==> src/rtl/tfr_pkg.sv <==
package tfr_pkg;

   typedef struct packed {
      logic [3:0]  accel;
      logic [3:0]  ftype;
      logic [7:0]  code;
      logic [15:0] payload;
   } frame_t;

   localparam int FRAME_W = $bits(frame_t);

   localparam logic [3:0] FT_MSEC  = 4'h1;
   localparam logic [3:0] FT_UTC   = 4'h2;
   localparam logic [3:0] FT_TELEG = 4'h3;
   localparam logic [3:0] FT_EVENT = 4'h4;

   localparam logic [7:0] UTC_HI_CODE = 8'h00;
   localparam logic [7:0] UTC_LO_CODE = 8'h01;
   localparam logic [7:0] TG_END_CODE = 8'h00;

endpackage

==> src/rtl/tfr_line_sync.sv <==
module tfr_line_sync #(
   parameter int STAGES = 2
) (
   input  logic clk,
   input  logic rst_n,
   input  logic line_i,
   output logic lvl_o,
   output logic edge_o
);
   generate
      if (STAGES < 2) begin : g_bad_stages
         $error("tfr_line_sync: STAGES must be at least 2");
      end
   endgenerate

   logic [STAGES:0] sr;

   always_ff @(posedge clk or negedge rst_n) begin
      if (!rst_n) sr <= '0;
      else        sr <= {sr[STAGES-1:0], line_i};
   end

   assign lvl_o  = sr[STAGES-1];
   assign edge_o = sr[STAGES] ^ sr[STAGES-1];
endmodule

==> src/rtl/tfr_manchester_rx.sv <==
module tfr_manchester_rx #(
   parameter int SPB   = 80,
   parameter int NBITS = 35
) (
   input  logic             clk,
   input  logic             rst_n,
   input  logic             lvl_i,
   input  logic             edge_i,
   output logic             done_o,
   output logic             cv_o,
   output logic [NBITS-1:0] bits_o
);
   localparam int CW     = $clog2(SPB);
   localparam int IW     = $clog2(NBITS);
   localparam int HALF   = SPB / 2;
   localparam int QTR    = SPB / 4;
   localparam int THREEQ = (3 * SPB) / 4;
   localparam logic [CW-1:0] C_ONE   = CW'(1);
   localparam logic [CW-1:0] C_HALF1 = CW'(HALF + 1);
   localparam logic [CW-1:0] C_QTR   = CW'(QTR);
   localparam logic [CW-1:0] C_3Q    = CW'(THREEQ);
   localparam logic [CW-1:0] C_LAST  = CW'(SPB - 1);
   localparam logic [IW-1:0] I_LAST  = IW'(NBITS - 1);

   generate
      if (SPB < 8 || (SPB % 4) != 0) begin : g_bad_spb
         $error("tfr_manchester_rx: SPB must be a multiple of 4 and at least 8");
      end
   endgenerate

   logic          busy;
   logic          mid_seen;
   logic [CW-1:0] cnt;
   logic [IW-1:0] bidx;
   logic          in_win;
   logic          take;

   // mid-cell window spans a quarter cell on either side of the centre
   assign in_win = (cnt >= C_QTR) && (cnt <= C_3Q);
   assign take   = busy && edge_i && in_win && !mid_seen;

   always_ff @(posedge clk or negedge rst_n) begin
      if (!rst_n) begin
         busy     <= 1'b0;
         mid_seen <= 1'b0;
         cnt      <= '0;
         bidx     <= '0;
         bits_o   <= '0;
         done_o   <= 1'b0;
         cv_o     <= 1'b0;
      end else begin
         done_o <= 1'b0;
         cv_o   <= 1'b0;
         if (!busy) begin
            if (edge_i && lvl_i) begin
               busy     <= 1'b1;
               cnt      <= C_ONE;
               mid_seen <= 1'b0;
               bidx     <= '0;
            end
         end else if (take) begin
            // level after a falling centre transition is low: bit is 1
            bits_o   <= {bits_o[NBITS-2:0], ~lvl_i};
            mid_seen <= 1'b1;
            cnt      <= C_HALF1;
            if (bidx == I_LAST) begin
               busy   <= 1'b0;
               done_o <= 1'b1;
            end else begin
               bidx <= bidx + 1'b1;
            end
         end else if (!mid_seen && cnt == C_3Q) begin
            cv_o <= 1'b1;
            busy <= 1'b0;
         end else begin
            if (cnt == C_LAST) begin
               cnt      <= '0;
               mid_seen <= 1'b0;
            end else begin
               cnt <= cnt + 1'b1;
            end
         end
      end
   end
endmodule

==> src/rtl/tfr_utc_join.sv <==
module tfr_utc_join #(
   parameter int HW = 16
) (
   input  logic          clk,
   input  logic          rst_n,
   input  logic          hi_stb,
   input  logic          lo_stb,
   input  logic [HW-1:0] half_i,
   output logic [2*HW-1:0] sec_o,
   output logic          upd_o
);
   logic          pending;
   logic [HW-1:0] hold;

   always_ff @(posedge clk or negedge rst_n) begin
      if (!rst_n) begin
         pending <= 1'b0;
         hold    <= '0;
         sec_o   <= '0;
         upd_o   <= 1'b0;
      end else begin
         upd_o <= 1'b0;
         if (hi_stb) begin
            hold    <= half_i;
            pending <= 1'b1;
         end else if (lo_stb && pending) begin
            sec_o   <= {hold, half_i};
            upd_o   <= 1'b1;
            pending <= 1'b0;
         end
      end
   end
endmodule

==> src/rtl/tfr_teleg_dbuf.sv <==
module tfr_teleg_dbuf #(
   parameter int SLOTS = 32,
   parameter int WW    = 16
) (
   input  logic                     clk,
   input  logic                     rst_n,
   input  logic                     wr_stb,
   input  logic [$clog2(SLOTS)-1:0] wr_slot,
   input  logic [WW-1:0]            wr_data,
   input  logic                     swap_stb,
   input  logic [$clog2(SLOTS)-1:0] rd_addr,
   output logic [WW-1:0]            rd_data,
   output logic                     swap_o
);
   generate
      if (SLOTS < 2 || (SLOTS & (SLOTS - 1)) != 0) begin : g_bad_slots
         $error("tfr_teleg_dbuf: SLOTS must be a power of two");
      end
   endgenerate

   logic [WW-1:0] mem [2][SLOTS];
   logic          vis;

   always_ff @(posedge clk or negedge rst_n) begin
      if (!rst_n) begin
         vis    <= 1'b0;
         swap_o <= 1'b0;
         for (int b = 0; b < 2; b++) begin
            for (int s = 0; s < SLOTS; s++) mem[b][s] <= '0;
         end
      end else begin
         swap_o <= 1'b0;
         if (wr_stb) mem[!vis][wr_slot] <= wr_data;
         if (swap_stb) begin
            vis    <= ~vis;
            swap_o <= 1'b1;
         end
      end
   end

   assign rd_data = mem[vis][rd_addr];
endmodule

==> src/rtl/tfr_frame_rx.sv <==
module tfr_frame_rx #(
   parameter int SPB          = 80,
   parameter int SYNC_STAGES  = 2,
   parameter int TG_SLOTS     = 32,
   parameter int ERR_W        = 8,
   parameter bit ERR_SATURATE = 1'b1
) (
   input  logic                        clk,
   input  logic                        rst_n,
   input  logic                        line_i,
   input  logic [$clog2(TG_SLOTS)-1:0] tg_rd_addr,
   output logic                        ms_tick,
   output logic                        ev_stb,
   output logic [3:0]                  ev_accel,
   output logic [7:0]                  ev_code,
   output logic [15:0]                 ev_payload,
   output logic [31:0]                 utc_sec,
   output logic                        utc_upd,
   output logic [15:0]                 tg_rd_data,
   output logic                        tg_swap,
   output logic                        cv_err,
   output logic                        frame_err,
   output logic [ERR_W-1:0]            err_count
);
   import tfr_pkg::*;

   localparam int NBITS = FRAME_W + 3;
   localparam int SW    = $clog2(TG_SLOTS);

   generate
      if (TG_SLOTS > 128) begin : g_bad_tg
         $error("tfr_frame_rx: TG_SLOTS must not exceed the code range");
      end
      if (ERR_W < 1) begin : g_bad_err
         $error("tfr_frame_rx: ERR_W must be positive");
      end
   endgenerate

   logic             s_lvl, s_edge;
   logic             rx_done, rx_cv;
   logic [NBITS-1:0] rx_bits;
   frame_t           fr;
   logic             par_ok, good, bad;
   logic             utc_hi, utc_lo, tg_wr, tg_end;

   tfr_line_sync #(.STAGES(SYNC_STAGES)) u_sync (
      .clk(clk), .rst_n(rst_n), .line_i(line_i),
      .lvl_o(s_lvl), .edge_o(s_edge)
   );

   tfr_manchester_rx #(.SPB(SPB), .NBITS(NBITS)) u_rx (
      .clk(clk), .rst_n(rst_n), .lvl_i(s_lvl), .edge_i(s_edge),
      .done_o(rx_done), .cv_o(rx_cv), .bits_o(rx_bits)
   );

   // frame layout in the shift register: start, data, parity, stop
   assign fr     = rx_bits[NBITS-2:2];
   assign par_ok = ((^fr) == rx_bits[1]);
   assign good   = rx_done && rx_bits[NBITS-1] && par_ok && !rx_bits[0];
   assign bad    = rx_done && !good;

   assign utc_hi = good && fr.ftype == FT_UTC && fr.code == UTC_HI_CODE;
   assign utc_lo = good && fr.ftype == FT_UTC && fr.code == UTC_LO_CODE;
   assign tg_wr  = good && fr.ftype == FT_TELEG && fr.code[7:SW] == '0;
   assign tg_end = tg_wr && fr.code == TG_END_CODE;

   tfr_utc_join #(.HW(16)) u_utc (
      .clk(clk), .rst_n(rst_n), .hi_stb(utc_hi), .lo_stb(utc_lo),
      .half_i(fr.payload), .sec_o(utc_sec), .upd_o(utc_upd)
   );

   tfr_teleg_dbuf #(.SLOTS(TG_SLOTS), .WW(16)) u_tg (
      .clk(clk), .rst_n(rst_n), .wr_stb(tg_wr), .wr_slot(fr.code[SW-1:0]),
      .wr_data(fr.payload), .swap_stb(tg_end), .rd_addr(tg_rd_addr),
      .rd_data(tg_rd_data), .swap_o(tg_swap)
   );

   always_ff @(posedge clk or negedge rst_n) begin
      if (!rst_n) begin
         ms_tick    <= 1'b0;
         ev_stb     <= 1'b0;
         ev_accel   <= '0;
         ev_code    <= '0;
         ev_payload <= '0;
         cv_err     <= 1'b0;
         frame_err  <= 1'b0;
      end else begin
         ms_tick   <= good && fr.ftype == FT_MSEC;
         ev_stb    <= good && fr.ftype == FT_EVENT;
         cv_err    <= rx_cv;
         frame_err <= bad;
         if (good && fr.ftype == FT_EVENT) begin
            ev_accel   <= fr.accel;
            ev_code    <= fr.code;
            ev_payload <= fr.payload;
         end
      end
   end

   generate
      if (ERR_SATURATE) begin : g_err_sat
         always_ff @(posedge clk or negedge rst_n) begin
            if (!rst_n)                       err_count <= '0;
            else if (bad && err_count != '1)  err_count <= err_count + 1'b1;
         end
      end else begin : g_err_wrap
         always_ff @(posedge clk or negedge rst_n) begin
            if (!rst_n)    err_count <= '0;
            else if (bad)  err_count <= err_count + 1'b1;
         end
      end
   endgenerate
endmodule

==> config.mk <==
export PLATFORM = sky130hd
export DESIGN_NAME = tfr_frame_rx
export DESIGN_NICKNAME = d
export VERILOG_FILES = /design/src/rtl/tfr_pkg.sv /design/src/rtl/tfr_line_sync.sv /design/src/rtl/tfr_manchester_rx.sv /design/src/rtl/tfr_utc_join.sv /design/src/rtl/tfr_teleg_dbuf.sv /design/src/rtl/tfr_frame_rx.sv
export SDC_FILE = /design/constraint.sdc
export NUM_CORES = 2
export LEC_CHECK = 0
export ABC_CLOCK_PERIOD_IN_PS = 5750
export CORE_AREA = 2 2 316 318
export CTS_CLUSTER_DIAMETER = 40
export CTS_CLUSTER_SIZE = 20
export DETAILED_ROUTE_END_ITERATION = 8
export DIE_AREA = 0 0 318 320
export HOLD_SLACK_MARGIN = 0.1
export PLACE_DENSITY = 0.68
export SETUP_SLACK_MARGIN = 0.05
export SLEW_MARGIN = 10
export SYNTH_ARGS = -nofsm -noshare
export SYNTH_HDL_FRONTEND = slang
export SYNTH_HIERARCHICAL = 1
export SYNTH_SLANG_ARGS = --single-unit
==> constraint.sdc <==
create_clock -name clk -period 5.75 [get_ports clk]
set_input_delay 1.15 -clock clk [delete_from_list [all_inputs] [get_ports clk]]
set_output_delay 1.15 -clock clk [all_outputs]
set_load 0.1 [all_outputs]
==> reports/qor_table.md <==
| Quantity | This run |
|:---|:---|
| Library cell appearing most often on the critical path | buf_4 |
| Area of the core | 98,000 um2 |
| Syn Area/Cell | 15.8 um2 |
| Vias in the first global route | 33,500 |
| Largest voltage drop on the vdd net | 0.250 mV |
| Unrepaired setup endpoints after global routing | false |
| Result of the run | complete, no violations |
| P per Cell Area | 317 nW/um2 |
| Leading cell type in the layout, fill and taps excluded | dfrtp_1 |
| Predominant post-synthesis flop cell | dfrtp_1 |
| Placed wire-length estimate after detailed placement | 84,200 um |
| DR DRC count | 0 |
| Post-synthesis sequential area ratio | 54.7% |
| Number of warnings printed during yosys synthesis | 6 |
| First DRT Iteration DRCs | 2,189 |
| Internal | 0.0147 W |
| Async SR Flop Fraction | 100% |
| Die Y-Extent | 320 um |
| Fmax | 178 MHz |
| Share of power burned in registers | 43.0% |
| Filler-free cell count of the finished design | 4,905 |
| Max clock buf depth | 3 |
| Starting utilization of the core area | 54.7% |
| Clock root buffer master | clkbuf_16 |
| Distinct cell type count of the synthesized netlist | 72 |
| Arrival time reported for the critical path endpoint | 4.46 ns |
| Hold Path Cell Cnt | 0 |
| Final net count | 3,513 |
| Number of setup violations in the final report | 0 |
| Hold_ws | 0.361 ns |
| Instance count of the mapped netlist | 3,396 |
| Die X-Extent | 318 um |
| Number of top-level pins | 98 |
| Sinks on the clock net | 1,171 |
| Number of filler instances in the final layout | 6,999 |
| Cell-by-cell trace of the critical path | buf_4 > buf_4 > mux4_2 > mux2i_1 > a21oi_1 > o21ai_0 > o21ai_1 > buf_12 |
| First-pass GRT wire length | 213,000 um |
| TritonCTS clock tree | yes |
| Total count of hold-check failures in the final report | 0 |
| Remaining antenna violation count after routing | 0 |
| Maximum number of pins on one net before global-route repair | 137 |
| Switching part of the total | 24.2% |
| Total wirelength of the detailed-routed design | 139,000 um |
| Clock slew seen by the registers of the worst setup and hold paths | 0.05 ns |
| Max-cap viol count | 0 |
| Register-to-Register Path Depth | 12 |
| Crit path kind | input port to output port |
| Leading cell types in the layout, fill and taps excluded | dfrtp_1, mux2_2, mux4_2 |
| Worst min path class | flip-flop to flip-flop |
| Post-cts sizing count | 0 |
| Via count | 30,600 |
| Hold Buf Count CTS | 0 |
| Post-layout instance area | 61,300 um2 |
| Die area | 102,000 um2 |
| Average routed wire per standard cell | 28.3 um |
| Routability congestion estimate from global placement | 0.826 |
| Crit path max-delay cell type | o21ai_0 |
| Relative area change from synthesis to final layout | 14.4% |
| Clock latency on the worst-skew pair | 0.75 ns |
| Max-slew headroom at the worst pin | 12.3% |
| Final worst-path cycle share | 97.6% |
| Maximum fanout along the worst path | 34 |
| H-tree depth reported by CTS | 4 |
| Part of the power in combinational logic | 6.3% |
| Share of total power in the clock network | 50.6% |
| Antenna violations before repair | 5 |
| All-layer global routing usage | 27.9% |
| Capturing element type of the critical path | output port |
| Gr ovfl total | 0 |
| Synthesized cell area | 53,600 um2 |
| Worst EP required | 4.60 ns |
| Aggregate negative setup slack | 0 ns |
| Placed Area | 55,900 um2 |
| Count of flip-flops with a built-in enable after synthesis | 0 |
| Post-CTS setup buffer count | 0 |
| First drt pass iteration count | 7 |
| Post-detailed-route via-to-cell ratio | 6.23 |
| Sw Pwr | 0.00471 W |
| Final number of max-transition violations | 0 |
| Placement Rows | 115 |
| Actual slew at the worst max-slew pin | 1.31 ns |
| Time the final worst path needs with I/O delays and setup | 5.61 ns |
| Max incr delay on CP | 0.87 ns |
| Clock skew after layout | 0.0232 ns |
| Register bit count reported by yosys | 1,171 |
| Placed Instances | 4,619 |
| Proportion of layout cells with a drive suffix above 1 | 52.7% |
| I/O Buffers | 97 |
| Number of CTS-inserted buffers | 155 |
| Syn nets | 3,420 |
| Worst setup SP type | input port |
| Leak pwr | 29.1 nW |
[Yosys cell counts (all sizes together), types with 5 or more instances]
cell    number  area share, %
ha          16           0.37
xnor2       24           0.41
buf        165            2.2
dfrtp     1171             55
o21ai       58           0.54
nor3        18           0.19
xor2         5          0.082
clkbuf     130           0.91
or3         11           0.13
nand2b       7          0.082
o31a         5          0.082
mux2      1139             24
nand2       36           0.25
nand3b       7           0.12
o31ai        7          0.098
nor2        90           0.95
nor2b        7          0.096
a21oi       34           0.32
and2         6          0.070
a211oi      19           0.27
inv         23           0.16
mux4       272             11
nand3       19           0.24
o211ai       6          0.084
o22ai       20           0.23
mux2i       52           0.97
[through the flow]
stage	power, W	util (%)	setup WS, ns
6_report	0.0195	62.6	0.138
3_5_place_dp	0.00975	57.1	0.271
4_1_cts	0.0196	62.6	0.217
5_1_grt	0.0201	62.6	0.0614
2_1_floorplan	0.00918	-	0.0682
3_3_place_gp	0.00970	57.1	0.234
[cell type report]
| type | count | area [um2] | share of cell area (%) |
|---|---|---|---|
| Sequential cell | 1171 | 29300 | 47.8 |
| Multi-Input combinational cell | 1907 | 22500 | 36.8 |
| Clock buffer | 186 | 4230 | 6.90 |
| Timing Repair Buffer | 231 | 2370 | 3.86 |
| Tap cell | 1287 | 1610 | 2.63 |
| Clock inverter | 96 | 1130 | 1.85 |
| Inverter | 23 | 86.3 | 0.141 |
| Antenna cell | 4 | 10.0 | 0.0163 |
[layer usage]
layer / wire length [um] / share of wire [%] / track usage [%] / vias up
li1: - / - / - / 12800
met3: 6530 / 4.7 / 4.55 / 281
met4: 5270 / 3.8 / 11.0 / 6
met5: 41 / 0.030 / 0 / -
met2: 68100 / 49 / 45.8 / 827
met1: 59000 / 42 / 37.7 / 16700
[state kept, by name (all words and copies together) (netlist names), 3 cells and up]
| register | count |
|---|---|
| u_tg/mem | 1024 |
| u_rx/bits_o | 35 |
| u_utc/sec_o | 32 |
| ev_payload | 16 |
| u_utc/hold | 16 |
| err_count | 8 |
| ev_code | 8 |
| u_rx/cnt | 7 |
| u_rx/bidx | 6 |
| ev_accel | 4 |
| u_sync/sr | 3 |
[critical path: cells and delay by family]
| family | cells | cell delay (ns) |
|---|---|---|
| compound gates | 3 | 1.48 |
| mux | 2 | 0.61 |
| buf+inv | 3 | 1.14 |
[power by group through the flow]
stage	Clock (W)	Sequential [W]	Combinational (W)
2_1_floorplan	0	0.00851	0.000677
3_3_place_gp	0	0.00851	0.00119
3_5_place_dp	0	0.00851	0.00124
4_1_cts	0.0100	0.00837	0.00124
5_1_grt	0.0104	0.00838	0.00133
6_report	0.00985	0.00837	0.00123
[cells by family (layout without fill, tap and decap cells)]
| family | count (synthesis) | count (layout) | synth area share [%] |
|---|---|---|---|
| adder cells (fa/ha/maj) | 16 | 16 | 0.374 |
| AO/OA/AOI/OAI | 172 | 172 | 1.99 |
| multiplexers | 1463 | 1463 | 36.6 |
| flip-flops | 1171 | 1171 | 54.7 |
| XOR/XNOR | 31 | 31 | 0.574 |
| AND/OR/NAND/NOR | 225 | 225 | 2.49 |
| buffers and inverters | 318 | 536 | 3.26 |
| other | 0 | 4 | 0 |
[path summary, 6_finish.rpt]
path	start	end	slack, ns
max	tg_rd_addr[3]	tg_rd_data[8]	0.14
min	u_rx/cv_o	cv_err	0.36
max reg2reg	u_rx/bits_o[19]	u_tg/mem[436]	0.51
min reg2reg	u_rx/cv_o	cv_err	0.36
max in group asynchronous	rst_n	u_tg/vis	3.87
min in group asynchronous	rst_n	u_tg/mem[314]	0.51
Note: power is estimated with default switching activity, not from simulation.
